## src/rtl/csa_pkg.sv

```systemverilog
package csa_pkg;

  // overall operand width and the width of the lowest ripple group
  localparam int unsigned SUM_W   = 16;
  localparam int unsigned FIRST_W = 2;

  // width of group g before truncation: FIRST_W, FIRST_W, FIRST_W+1, ...
  function automatic int unsigned rawWidth(input int unsigned g);
    return (g == 0) ? FIRST_W : FIRST_W + g - 1;
  endfunction

  function automatic int unsigned grpBase(input int unsigned g);
    int unsigned acc;
    acc = 0;
    for (int unsigned k = 0; k < g; k++) acc += rawWidth(k);
    return acc;
  endfunction

  // last group is cut so the groups exactly cover SUM_W
  function automatic int unsigned grpWidth(input int unsigned g);
    int unsigned room;
    room = SUM_W - grpBase(g);
    return (rawWidth(g) > room) ? room : rawWidth(g);
  endfunction

  function automatic int unsigned countGroups();
    int unsigned n;
    n = 0;
    while (grpBase(n) < SUM_W) n++;
    return n;
  endfunction

  localparam int unsigned NUM_GRP = countGroups();

  // strobes from the carry control to the datapath: one select per upper group
  typedef struct packed {
    logic [NUM_GRP-2:0] useInc;
  } sel_strobes_t;

endpackage

```

## src/rtl/csa_half_adder.sv

```systemverilog
module csa_half_adder (
  input  logic x,
  input  logic y,
  output logic s,
  output logic c
);
  assign s = x ^ y;
  assign c = x & y;
endmodule

```

## src/rtl/csa_full_adder.sv

```systemverilog
module csa_full_adder (
  input  logic a,
  input  logic b,
  input  logic cin,
  output logic s,
  output logic cout
);
  logic s1;
  logic c1;
  logic c2;

  csa_half_adder i_ha0 (.x(a),  .y(b),   .s(s1), .c(c1));
  csa_half_adder i_ha1 (.x(s1), .y(cin), .s(s),  .c(c2));

  assign cout = c1 | c2;
endmodule

```

## src/rtl/csa_ripple.sv

```systemverilog
module csa_ripple #(
  parameter int unsigned W = 4
) (
  input  logic [W-1:0] a,
  input  logic [W-1:0] b,
  input  logic         cin,
  output logic [W-1:0] s,
  output logic         cout
);
  logic [W:0] chain;

  assign chain[0] = cin;

  for (genvar i = 0; i < W; i++) begin : g_bit
    csa_full_adder i_fa (
      .a(a[i]), .b(b[i]), .cin(chain[i]),
      .s(s[i]), .cout(chain[i+1])
    );
  end

  assign cout = chain[W];
endmodule

```

## src/rtl/csa_excess_one.sv

```systemverilog
module csa_excess_one #(
  parameter int unsigned W = 4
) (
  input  logic [W-1:0] x,
  output logic [W-1:0] y
);
  assign y[0] = ~x[0];

  for (genvar i = 1; i < W; i++) begin : g_bit
    assign y[i] = x[i] ^ (&x[i-1:0]);
  end
endmodule

```

## src/rtl/csa_datapath.sv

```systemverilog
module csa_datapath
  import csa_pkg::*;
(
  input  logic [SUM_W-1:0]   opA,
  input  logic [SUM_W-1:0]   opB,
  input  logic               carryIn,
  input  sel_strobes_t       strobes,
  output logic [SUM_W-1:0]   sum,
  output logic [NUM_GRP-1:0] rawTop,
  output logic [NUM_GRP-1:1] incTop
);
  localparam int unsigned W0 = grpWidth(0);

  // lowest group: plain ripple adder on the external carry
  csa_ripple #(.W(W0)) i_lowRipple (
    .a(opA[W0-1:0]), .b(opB[W0-1:0]), .cin(carryIn),
    .s(sum[W0-1:0]), .cout(rawTop[0])
  );

  for (genvar g = 1; g < NUM_GRP; g++) begin : g_grp
    localparam int unsigned B = grpBase(g);
    localparam int unsigned W = grpWidth(g);

    logic [W-1:0] zeroSum;
    logic         zeroCarry;
    logic [W:0]   incVal;

    csa_ripple #(.W(W)) i_ripple (
      .a(opA[B+W-1:B]), .b(opB[B+W-1:B]), .cin(1'b0),
      .s(zeroSum), .cout(zeroCarry)
    );

    csa_excess_one #(.W(W+1)) i_inc (
      .x({zeroCarry, zeroSum}),
      .y(incVal)
    );

    assign sum[B+W-1:B] = strobes.useInc[g-1] ? incVal[W-1:0] : zeroSum;
    assign rawTop[g]    = zeroCarry;
    assign incTop[g]    = incVal[W];
  end
endmodule

```

## src/rtl/csa_carry_ctrl.sv

```systemverilog
module csa_carry_ctrl
  import csa_pkg::*;
(
  input  logic [NUM_GRP-1:0] rawTop,
  input  logic [NUM_GRP-1:1] incTop,
  output sel_strobes_t       strobes,
  output logic               carryOut
);
  // walk the group carries from the lowest group upward
  always_comb begin
    logic grpCarry;
    grpCarry = rawTop[0];
    strobes  = '0;
    for (int g = 1; g < int'(NUM_GRP); g++) begin
      strobes.useInc[g-1] = grpCarry;
      grpCarry = grpCarry ? incTop[g] : rawTop[g];
    end
    carryOut = grpCarry;
  end
endmodule

```

## src/rtl/csa_adder.sv

```systemverilog
module csa_adder
  import csa_pkg::*;
(
  input  logic [SUM_W-1:0] opA,
  input  logic [SUM_W-1:0] opB,
  input  logic             carryIn,
  output logic [SUM_W-1:0] sum,
  output logic             carryOut
);
  sel_strobes_t       strobes;
  logic [NUM_GRP-1:0] rawTop;
  logic [NUM_GRP-1:1] incTop;

  csa_datapath i_datapath (
    .opA(opA), .opB(opB), .carryIn(carryIn), .strobes(strobes),
    .sum(sum), .rawTop(rawTop), .incTop(incTop)
  );

  csa_carry_ctrl i_ctrl (
    .rawTop(rawTop), .incTop(incTop),
    .strobes(strobes), .carryOut(carryOut)
  );
endmodule

```

## config.mk

```make
export PLATFORM = sky130hd
export DESIGN_NAME = csa_adder
export DESIGN_NICKNAME = d
export VERILOG_FILES = /design/src/rtl/csa_pkg.sv /design/src/rtl/csa_half_adder.sv /design/src/rtl/csa_full_adder.sv /design/src/rtl/csa_ripple.sv /design/src/rtl/csa_excess_one.sv /design/src/rtl/csa_datapath.sv /design/src/rtl/csa_carry_ctrl.sv /design/src/rtl/csa_adder.sv
export SDC_FILE = /design/constraint.sdc
export NUM_CORES = 1
export LEC_CHECK = 0
export BUFFER_PORTS_ARGS = -buffer_cell sky130_fd_sc_hd__buf_4
export CAP_MARGIN = 20
export CORE_MARGIN = 8
export CORE_UTILIZATION = 40
export DETAILED_ROUTE_END_ITERATION = 16
export PLACE_DENSITY = 0.73
export SYNTH_ARGS = -nofsm -noshare
export SYNTH_HDL_FRONTEND = slang
export SYNTH_SLANG_ARGS = --single-unit
```

## constraint.sdc

```tcl
create_clock -name vclk -period 4.89
set_input_delay 0.978 -clock vclk [all_inputs]
set_output_delay 0.978 -clock vclk [all_outputs]
set_load 0.01 [all_outputs]
```

==> flow_summary.json <==
{
  "synth_top_cells_by_count": "inv_1, fa_1, ha_1",
  "met1_length_um": 719,
  "crit_arrival_ns": 3.65,
  "initial_core_util_pct": 42.0,
  "die_w_um": 61.4,
  "drc": 0,
  "outcome": "finished, final reports clean",
  "boundaryPins": 50,
  "worst_slew_pin_slew_ns": 0.395,
  "drive_gt1_share_pct": 44.9,
  "num-fill-cells": 182,
  "dieArea_um2": 3770,
  "syn-num-nets": 145,
  "yosysTopAreaCell": "fa_1",
  "synth_cell_types": 24,
  "setup_viol": 0,
  "highest_layer": "met3",
  "drt-pass1-iter-count": 2,
  "design.seq.count": 0,
  "grt.overflow.total": 0,
  "utilization_pct": 62.4,
  "ant_nets": 0,
  "grt_max_degree": 7,
  "finalHoldViolCount": 0,
  "nets": 195,
  "grt_use_total_pct": 10.1,
  "area_delta_synth_final_pct": 48.6,
  "startpoint": "opA[7]",
  "gp_congestion": 0.662,
  "path_max_fanout": 4,
  "wire_per_inst_um": 11.8,
  "cp-end-kind": "output port",
  "rsz0062_at_grt": "false",
  "syn_inst": 88,
  "critPathRequiredTime_ns": 3.91,
  "dp_hpwl_mm": 1.85,
  "grt_antenna_before_repair": 0,
  "detail_route.iter0.violations": 2,
  "synth_top_area_share_pct": 29.1,
  "startpoint_type": "input port",
  "max_freq_ghz": 0.216,
  "period_share_pct": 94.7,
  "routed_wl_mm": 1.92,
  "synth.most_common_cell": "inv_1",
  "post_cts_buffers": 0,
  "ys_top_cells_by_area": "fa_1, ha_1, inv_1, mux2_4, xnor2_1",
  "diodes": 0,
  "slew_violations": 0,
  "dp.cells": 163,
  "hold_class": "in -> out",
  "period_minus_slack_ns": 4.63,
  "holdWs_ns": 2.30,
  "vias": 740,
  "p_per_area_nw_per_um2": 167,
  "leakage_nw": 0.706,
  "finalNonFillerCells": 163,
  "drv_cap": 0,
  "cp-endpoint": "sum[13]",
  "slew_headroom_pct": 73.5,
  "n_clock_buffer": 0,
  "wl_met2_um": 949,
  "die_h_um": 61.4,
  "irDropWorstVdd_uv": 101,
  "met3_length_um": 247,
  "netlist_area_um2": 825,
  "crit_type": "in -> out",
  "seq_area_frac_synth_pct": 0,
  "vias_per_cell": 4.54,
  "grt_pass1_wl_mm": 3.11,
  "postSynthAreaPerCell_um2": 9.37,
  "core_um2": 1960,
  "num_rows": 16,
  "grt_pass1_vias": 758,
  "io_buffers": 50,
  "final.setup.tns_ns": 0,
  "seqCellArea_um2": 0,
  "synth-warning-count": 0
}
-- critical path, cell delays in order --
cell	delay (ns)
buf_4	0.11
ha_1	0.21
fa_1	0.37
inv_1	0.08
fa_1	0.15
inv_1	0.05
fa_1	0.47
and4b_1	0.22
o211a_1	0.17
o21a_4	0.22
nor2_4	0.16
mux2_4	0.32
buf_4	0.14
-- power by group --
part / total, mW / internal, mW / switching [mW]
combinational: 0.205 / 0.115 / 0.0897
sequential: 0 / 0 / 0
clock: 0 / 0 / 0
-- logic make-up after synthesis --
kind of cell	share of synthesized area [%]
and+or+nand+nor	11.5
adders and majority gates	47.3
muxes	10.9
xor gates and xnor gates	8.50
buffers and inverters	14.1
AOI/OAI and AO/OA	7.59
-- worst min-delay path by stage --
stage	depth (start not counted)	start	end
4_1_cts	3	opB[1]	sum[1]
5_1_grt	3	opB[1]	sum[1]
3_3_place_gp	3	opB[1]	sum[1]
3_5_place_dp	3	opB[1]	sum[1]
2_1_floorplan	2	opB[2]	sum[2]
6_report	3	opB[1]	sum[1]
-- routing by layer --
metal  GRT usage [%]  vias to the layer above
met5               0                        -
met4               0                        0
met3            3.34                        0
met2            18.8                       32
met1            11.6                      333
li1                -                      375
-- final cells by class --
class	instances	area, µm²	area share, %
inverter	27	101	8.27
multi-input combinational	59	714	58.3
tap	27	33.8	2.76
timing repair buffer	50	375	30.6
-- placed cells by master (no fill, tap or decap), drive strengths merged --
| cell type | netlist | final |
|---|---|---|
| nand2 | 2 | 2 |
| o21a | 1 | 1 |
| nor3 | 1 | 1 |
| a21oi | 1 | 1 |
| nand4b | 1 | 1 |
| inv | 27 | 27 |
| o211a | 2 | 2 |
| mux2 | 7 | 7 |
| and3b | 1 | 1 |
| a21boi | 1 | 1 |
| ha | 12 | 12 |
| xor2 | 3 | 3 |
| fa | 12 | 12 |
| and4b | 1 | 1 |
| nor4bb | 1 | 1 |
| o21ai | 3 | 3 |
| and3 | 1 | 1 |
| and2 | 1 | 1 |
| xnor2 | 5 | 5 |
| buf | 2 | 50 |
| nor2 | 3 | 3 |
-- through the flow --
| step | power [mW] | worst slack (ns) | area, µm² |
|---|---|---|---|
| after floorplan | 0.118 | 0.633 | 825 |
| after CTS | 0.209 | 0.228 | 1220 |
| final | 0.205 | 0.259 | 1220 |
| after global routing | 0.229 | 0.0654 | 1220 |
| after global placement | 0.203 | 0.317 | 1220 |
| after detailed placement | 0.208 | 0.236 | 1220 |
-- repair_timing --
| action | 4_1_cts | 5_1_grt |
|---|---|---|
| hold buffers | 0 | 0 |
| gates resized for setup | 0 | 1 |
| endpoints found under the setup margin | 0 | 3 |
No activity file was read; power rests on OpenSTA's default activity.
